## src/rtl/mss_pkg.sv

```systemverilog
package mss_pkg;
   localparam int unsigned MAP_BITS = 8;
   localparam int unsigned NUM_REG  = 3;
   // region index = priority rank, 0 is highest
   localparam int unsigned IDX_SRAM = 0;
   localparam int unsigned IDX_BOOT = 1;
   localparam int unsigned IDX_MAIN = 2;
   // field positions inside the mapping register
   localparam int unsigned B_CODE_SRAM = 0;
   localparam int unsigned B_CODE_BOOT = 1;
   localparam int unsigned B_CODE_MAIN = 2;
   localparam int unsigned B_DATA_BOOT = 3;
   localparam int unsigned B_DATA_MAIN = 4;
   localparam int unsigned B_IO_MODE   = 7;
   localparam logic [MAP_BITS-1:0] WR_MASK = 8'h9F;

   typedef enum logic [1:0] {
      ACC_IDLE = 2'd0,
      ACC_CODE = 2'd1,
      ACC_DATA = 2'd2,
      ACC_BAD  = 2'd3
   } acc_kind_e;
endpackage

```

## src/rtl/mss_map_reg.sv

```systemverilog
module mss_map_reg #(
   parameter int unsigned          W         = 8,
   parameter logic [W-1:0]         RST_VAL   = '0,
   parameter logic [W-1:0]         KEEP_MASK = '1,
   parameter bit                   ASYNC_RST = 1'b1
) (
   input  logic         clk,
   input  logic         rst_n,
   input  logic         wr_en,
   input  logic [W-1:0] wr_data,
   output logic [W-1:0] q
);
   logic [W-1:0] nxt;

   always_comb begin
      nxt = q;
      if (wr_en) nxt = wr_data & KEEP_MASK;
   end

   generate
      if (ASYNC_RST) begin : g_arst
         always_ff @(posedge clk or negedge rst_n) begin
            if (!rst_n) q <= RST_VAL & KEEP_MASK;
            else        q <= nxt;
         end
      end else begin : g_srst
         always_ff @(posedge clk) begin
            if (!rst_n) q <= RST_VAL & KEEP_MASK;
            else        q <= nxt;
         end
      end
   endgenerate
endmodule

```

## src/rtl/mss_space_gate.sv

```systemverilog
module mss_space_gate
   import mss_pkg::*;
#(
   parameter int unsigned N = 3
) (
   input  logic         code_stb,
   input  logic         data_stb,
   input  logic [N-1:0] hit,
   input  logic [N-1:0] code_en,
   input  logic [N-1:0] data_en,
   output logic [N-1:0] req,
   output logic         err
);
   acc_kind_e kind;

   always_comb begin
      unique case ({data_stb, code_stb})
         2'b01:   kind = ACC_CODE;
         2'b10:   kind = ACC_DATA;
         2'b11:   kind = ACC_BAD;
         default: kind = ACC_IDLE;
      endcase
   end

   genvar i;
   generate
      for (i = 0; i < N; i++) begin : g_gate
         always_comb begin
            unique case (kind)
               ACC_CODE: req[i] = hit[i] & code_en[i];
               ACC_DATA: req[i] = hit[i] & data_en[i];
               default:  req[i] = 1'b0;
            endcase
         end
      end
   endgenerate

   assign err = (kind == ACC_BAD);
endmodule

```

## src/rtl/mss_prio_sel.sv

```systemverilog
module mss_prio_sel #(
   parameter int unsigned N = 3
) (
   input  logic [N-1:0] req,
   output logic [N-1:0] gnt
);
   logic [N:0] taken;

   assign taken[0] = 1'b0;

   genvar i;
   generate
      for (i = 0; i < N; i++) begin : g_rank
         assign gnt[i]     = req[i] & ~taken[i];
         assign taken[i+1] = taken[i] | req[i];
      end
   endgenerate
endmodule

```

## src/rtl/mem_space_sel.sv

```systemverilog
module mem_space_sel
   import mss_pkg::*;
#(
   parameter int unsigned   MAP_W     = 8,
   parameter logic [MAP_W-1:0] BOOT_MAP = 8'h8D,
   parameter bit            ASYNC_RST = 1'b1
) (
   input  logic             clk,
   input  logic             rst_n,
   input  logic             code_stb,
   input  logic             data_stb,
   input  logic             hit_sram,
   input  logic             hit_boot,
   input  logic             hit_main,
   input  logic             cfg_sel,
   input  logic             cfg_we,
   input  logic [MAP_W-1:0] cfg_wdata,
   output logic [MAP_W-1:0] cfg_rdata,
   output logic             cs_sram,
   output logic             cs_boot,
   output logic             cs_main,
   output logic             strobe_err
);
   localparam int unsigned N = NUM_REG;

   generate
      if (MAP_W != MAP_BITS) begin : g_bad_width
         $error("mem_space_sel: MAP_W must equal 8");
      end
      if ((BOOT_MAP & ~WR_MASK) != '0) begin : g_bad_boot
         $error("mem_space_sel: BOOT_MAP sets unused bits");
      end
   endgenerate

   logic [MAP_W-1:0] map_q;
   logic [N-1:0]     hit_v, code_en, data_en, req, gnt;

   mss_map_reg #(
      .W(MAP_W), .RST_VAL(BOOT_MAP), .KEEP_MASK(WR_MASK), .ASYNC_RST(ASYNC_RST)
   ) u_map (
      .clk(clk), .rst_n(rst_n), .wr_en(cfg_sel & cfg_we),
      .wr_data(cfg_wdata), .q(map_q)
   );

   assign hit_v[IDX_SRAM]   = hit_sram;
   assign hit_v[IDX_BOOT]   = hit_boot;
   assign hit_v[IDX_MAIN]   = hit_main;
   assign code_en[IDX_SRAM] = map_q[B_CODE_SRAM];
   assign code_en[IDX_BOOT] = map_q[B_CODE_BOOT];
   assign code_en[IDX_MAIN] = map_q[B_CODE_MAIN];
   assign data_en[IDX_SRAM] = 1'b1;
   assign data_en[IDX_BOOT] = map_q[B_DATA_BOOT];
   assign data_en[IDX_MAIN] = map_q[B_DATA_MAIN];

   mss_space_gate #(.N(N)) u_gate (
      .code_stb(code_stb), .data_stb(data_stb), .hit(hit_v),
      .code_en(code_en), .data_en(data_en), .req(req), .err(strobe_err)
   );

   mss_prio_sel #(.N(N)) u_prio (.req(req), .gnt(gnt));

   assign cs_sram   = gnt[IDX_SRAM];
   assign cs_boot   = gnt[IDX_BOOT];
   assign cs_main   = gnt[IDX_MAIN];
   assign cfg_rdata = map_q;
endmodule

```

## config.mk

```make
export PLATFORM = sky130hd
export DESIGN_NAME = mem_space_sel
export DESIGN_NICKNAME = d
export VERILOG_FILES = /design/src/rtl/mss_pkg.sv /design/src/rtl/mss_map_reg.sv /design/src/rtl/mss_space_gate.sv /design/src/rtl/mss_prio_sel.sv /design/src/rtl/mem_space_sel.sv
export SDC_FILE = /design/constraint.sdc
export NUM_CORES = 1
export LEC_CHECK = 0
export ABC_AREA = 1
export BUFFER_PORTS_ARGS = -buffer_cell sky130_fd_sc_hd__buf_2
export CAP_MARGIN = 40
export CELL_PAD_IN_SITES_DETAIL_PLACEMENT = 1
export CELL_PAD_IN_SITES_GLOBAL_PLACEMENT = 1
export CORE_MARGIN = 5
export CORE_UTILIZATION = 25
export CTS_CLUSTER_DIAMETER = 30
export DETAILED_ROUTE_END_ITERATION = 8
export HOLD_SLACK_MARGIN = 0.08
export PLACE_DENSITY_LB_ADDON = 0.05
export SLEW_MARGIN = 10
export SYNTH_ARGS = -nofsm -noshare
export SYNTH_HDL_FRONTEND = slang
export SYNTH_SLANG_ARGS = --single-unit
```

## constraint.sdc

```tcl
create_clock -name clk -period 2.1 [get_ports clk]
set_input_delay 0.21 -clock clk [delete_from_list [all_inputs] [get_ports clk]]
set_output_delay 0.21 -clock clk [all_outputs]
set_load 0.01 [all_outputs]
```

==> results of run 1 <==
per-layer routing:
layer	routed length, µm	part of all wire
met1	357	0.38
met2	466	0.49
met3	111	0.12
met4	7	0.0074
met5	0	0
final cells by class:
type / count / share of cell area
clock buffer: 3 / 0.0417
inverter: 8 / 0.0556
multi-input combinational: 38 / 0.338
sequential: 6 / 0.287
tap: 16 / 0.0370
timing repair buffer: 25 / 0.241
per-stage QoR:
step | hold slack [ps] | power, µW | instance area, µm² | instances
floorplan | -85.6 | 194 | 383 | 54
global placement | 39.5 | 235 | 508 | 92
detailed placement | 41.9 | 237 | 508 | 92
CTS | 180 | 347 | 541 | 96
global route | 179 | 365 | 541 | 96
finish | 185 | 338 | 541 | 96
cell usage in the layout (no fill, tap or decap):
cell and instances:
a21oi_1 1, buf_2 24, clkbuf_4 3, conb_1 2, dfrtp_1 2, dfstp_2 4
dlygate4sd3_1 1, ha_1 3, inv_1 7, inv_2 1, nand2_1 19, nand2_2 1
nand3_1 5, nor2_1 6, o211ai_1 1
worst max-delay path, cell delays in order, from the launching register on:
cell and delay [ps]:
dfstp_2 540, nand2_1 50, nand2_1 50, nand2_1 60
nand2_1 70, nor2_1 40, buf_2 140
worst max-delay path by stage:
stage	from	to	slack (ps)	cells past startpoint
final	u_map.q[0]	cs_main	700	6
after global routing	u_map.q[0]	cs_main	600	6
after CTS	u_map.q[0]	cs_main	670	6
after detailed placement	code_stb	cs_main	760	7
after global placement	code_stb	cs_main	770	7
after floorplan	code_stb	cs_main	990	5
power groups by stage:
stage          clock network, µW  registers, µW  logic (µW)
2_1_floorplan                  0            156        38.7
3_3_place_gp                   0            149        86.4
3_5_place_dp                   0            149        87.4
4_1_cts                      111            148        89.1
5_1_grt                      115            151        99.4
6_report                     104            147        86.5
repair_timing:
| action | 4_1_cts | 5_1_grt |
|---|---|---|
| endpoints found under the hold margin | 6 | 0 |
| buffers inserted | 0 | 0 |
| hold buffers | 1 | 0 |
| setup endpoints to repair | 0 | 0 |
cell families after synthesis:
| group | synth area share |
|---|---|
| AOI/OAI and AO/OA | 0.0330 |
| other | 0.00989 |
| adders and majority gates | 0.0990 |
| and+or+nand+nor | 0.330 |
| buffers and inverters | 0.119 |
| DFF | 0.409 |
==> run metrics, run 1 <==
commonest cells in the netlist=19 x nand2_1, 7 x inv_1, 6 x nor2_1, 5 x nand3_1, 4 x dfstp_2; Cell Pwr Density=625 nW/µm²; mapped cell area=379 µm²; critical path peak fanout=3; gr busiest metal=met2; met2 Use GR=0.148; Synth area leaders=dfstp_2 28%, nand2_1 19%, dfrtp_1 13%; CTS max path bufs=2; DRC=0; Hold Path End=u_map.q[7]; RSZ-0062 raised after global routing=no; Logic pwr share=0.256; RR Startpoint=u_map.q[2]; drt via density=between 4 and 5; multi-input logic area=183 µm²; crit end category=output port; TritonCTS Buffers=3; Tcrit/Tclk final=0.664; setup ws final=a little over 700 ps; Seq cells post-synth=6; post_cts resized=0; Die H=between 40 and 50 µm; Pleak=0.000343 µW; DRT antenna net count=0; final setup fails=0; area delta synth->final=42.6%; GRT Residual Overflow=0; Net Switching=97.3 µW; Reg-to-Reg End=u_map.q[2]; Post-synth top flop=dfstp_2; peak supply drop=0.232 mV; WS Path Type=reg -> out; first-iteration detailed-routing DRC count=0; Max Slew Vio Count=0; Post-DP HPWL=831 µm; switch share=0.288; Ant. Diodes=0; Hold Path Class=in -> reg; Reg area=155 µm²; r2r setup slk=around 1400 ps; DR vias=407; layout cells sized above 1=0.413; Tmin final=1400 ps; M1 GR Usage=0.0833; largest net degree at the start of global routing=8; vias in the first global route=440; initial antenna violation count=0; clk sinks=6; fin util=0.367; P_int=~240 µW; depth of the CTS H-tree=1; clock root buffer=clkbuf_4; worst path required time=1890 ps; Max-Cap Viols=0; Syn Inst Count=53; number of enable flip-flop cells after synthesis=0; Placer Congestion=0.641; Die ar.=2400 µm²; r2r worst-path depth=2; HP Start=cfg_wdata[7]; row count=14; die width=between 40 and 50 µm; Fillers=218; DR WL/cell=9.81 µm; 1st-pass router iterations=1; clock skew=0 ps; core area=1470 µm²; count leader, synth=nand2_1; Clock Latency Late Sink=240 ps; Yosys warning count=0; Synth cell types=13; Largest register FFs=6; CTS tree=done; IO Port Bufs=24; initial core utilization=0.258; drt total wl=942 µm; register area share after synthesis=0.409; Worst Hold Path Cells=3; Worst-path clk slew=50 ps; status=complete, no violations; Mapped Avg Cell Area=roughly 7.2 µm²; I/O pin count=29; highest clock rate=717 MHz; Startpoint Class=flop; Critical Path AT=1190 ps; final hold vios=0; gr usage total=0.0873; sequential power share=0.435; Clock power frac=0.309; global-route wire length before repair=about 1700 µm; met3 Track Usage GR=0.0336; setup TNS=0 ps; Synth area leader=dfstp_2; dpl ws=about 760 ps; Final #Nets=between 100 and 150; Largest regs=u_map.q: 6 flops; ys async rst share=1.00; top cell type's share of synthesized area=0.277; Biggest register=u_map.q
(Power assumes the default switching activity.)
==> run 2, diff against run 1 <==
- CORE_UTILIZATION: 25 -> 21
- clock period: 2.1 -> 1.25 ns (I/O delays scaled with it)
==> run 2 against run 1 <==
The flow now finishes with violations (negative setup slack); first-iteration DRC count is 3 higher; worst hold slack worse by 84 ps; clock-buffer cell count stayed put; largest power group unchanged; worst setup slack worse by 740 ps; combinational power is 88% higher; via count is 1.5% higher; routed wire length is 8.5% higher.
==> run metrics, run 2 (synthesis results as in run 1) <==
switch share=0.287 (-0.00153); clock skew=0 ps (unchanged); Die H=52.5 µm (+7.3%); initial core utilization=0.220 (-0.0381); Max Slew Vio Count=0 (unchanged); r2r worst-path depth=3 (+1); Cell Pwr Density=1010 nW/µm² (+62%); P_int=415 µW (+73%); IO Port Bufs=24 (unchanged); placed cell area=519 µm² (+2.2%); Net Switching=167 µW (+71%); area delta synth->final=51.8%; Post-DP HPWL=889 µm (+7.0%); worst path required time=1120 ps (-770 ps); GRT Residual Overflow=0 (unchanged); Worst Hold Path Cells=3 (unchanged); met2 Use GR=0.151 (+0.00300); status=finished with violations; global-route wire length before repair=1670 µm (-0.42%); sequential power share=0.422 (-0.013); final hold vios=0 (unchanged); TritonCTS Buffers=3 (unchanged); DR WL/cell=9.55 µm (-2.7%); DRT antenna net count=0 (unchanged); Startpoint Class=flop; Tcrit/Tclk final=1.03; I/O pin count=29 (unchanged); RSZ-0062 raised after global routing=yes; critical path peak fanout=2 (-1); WS Path Type=reg -> out; Worst-path clk slew=40 ps (about the same); Max-Cap Viols=0 (unchanged); core area=1730 µm² (+17%); most frequent cells in the layout=23 x buf_2, 18 x nand2_1, 6 x inv_1, 6 x nor2_1, 5 x nand3_1; M1 GR Usage=0.0793 (-0.00402); setup ws final=-39.3 ps (-744 ps); highest clock rate=776 MHz; clock root buffer=clkbuf_4; die width=52.5 µm (+7.3%); layout cells sized above 1=0.451 (+0.0387); crit end category=output port; Logic pwr share=0.281 (+0.025); Clock Latency Late Sink=240 ps (about the same); gr usage total=0.0804 (-0.00693); Largest regs=u_map.q: 6 flops; DRC=0 (unchanged); Biggest register=u_map.q; Die ar.=2760 µm² (+15%); Final #Nets=104 (+2.0%); CTS max path bufs=2 (unchanged); Tmin final=1290 ps; Largest register FFs=6 (unchanged); Pleak=0.000352 µW (+2.7%); depth of the CTS H-tree=1 (unchanged); vias in the first global route=421 (-4.3%); design area=576 µm² (+6.5%); drt via density=3.86 (-9.0%); largest net degree at the start of global routing=8 (unchanged); overall power=582 µW (+72%); DR vias=413 (+1.5%); final setup fails=2 (+2); CTS tree=done; Fillers=251 (+15%); gr busiest metal=met2; Ant. Diodes=0 (unchanged); Hold Path Class=in -> reg; met3 Track Usage GR=0.0228 (-0.0108); Placer Congestion=0.639 (-0.30%); row count=15 (+1); peak supply drop=0.508 mV (+120%); Critical Path AT=1160 ps (-30 ps); 1st-pass router iterations=2 (+1); initial antenna violation count=0 (unchanged); drt total wl=1020 µm (+8.5%); Clock power frac=0.298 (-0.011); multi-input logic area=185 µm² (+1.4%); commonest non-fill, non-tap cell in the layout=buf_2; first-iteration detailed-routing DRC count=3 (+3); Reg area=155 µm² (unchanged); failing checks=negative setup slack; clk sinks=6 (unchanged)
[run 2: cell count changes in the layout (fill, tap and decap cells not counted)]
| cell | previous run | this run |
|---|---|---|
| buf_2 | 24 | 23 |
| buf_4 | 0 | 2 |
| buf_6 | 0 | 1 |
| inv_1 | 7 | 6 |
| inv_2 | 1 | 2 |
| nand2_1 | 19 | 18 |
| nand2_2 | 1 | 2 |
[run 2: critical path: stages (launching register included)]
cell and delay (ps):
dfstp_2 520, nand2_1 50, nand2_1 70, nand2_2 60
nand2_1 60, nor2_1 30, buf_2 140
[run 2: cell type report]
cell class                 instances  share of cell area
clock buffer                       3              0.0391
inverter                           8              0.0522
multi-input combinational         38               0.322
sequential                         6               0.270
tap                               25              0.0543
timing repair buffer              27               0.263
[run 2: through the flow]
stage | hold slack [ps] | util | TNS (ps) | std cells | worst slack [ps]
after floorplan | -171 | - | 0 | 54 | 245
after global placement | -44.6 | 0.301 | 0 | 101 | 75.7
after detailed placement | -39.8 | 0.301 | 0 | 101 | 86.0
after CTS | 97.5 | 0.328 | -112 | 107 | -54.2
after global routing | 106 | 0.333 | -231 | 107 | -106
final | 101 | 0.333 | -68.7 | 107 | -39.3
[run 2: path summary, 6_finish.rpt]
path / from / end / slack (ps)
worst max-delay path: u_map.q[0] / cs_main / -40
worst min-delay path: cfg_wdata[7] / u_map.q[7] / 100
worst max register to register: u_map.q[0] / u_map.q[0] / 450
worst min register to register: u_map.q[7] / u_map.q[7] / 460
max in group asynchronous: rst_n / u_map.q[0] / 780
min in group asynchronous: rst_n / u_map.q[1] / 240
[run 2: timing repair]
item	CTS	global route
pin swaps	2	0
resized for setup	0	3
endpoints found under the setup margin	3	3
hold buffers	1	0
endpoints found under the hold margin	6	0
setup buffers	2	0
[run 2: layer usage]
metal / vias to the layer above / routed length, µm
met3: 0 / 97
met1: 177 / 405
li1: 218 / -
met2: 18 / 518
met4: 0 / 0
met5: - / 0
[run 2: power by group through the flow]
stage	logic (µW)	clock network, µW	registers [µW]
CTS	166	183	247
finish	163	173	245
detailed placement	148	0	251
global placement	146	0	250
global route	186	196	249
floorplan	65.0	0	262
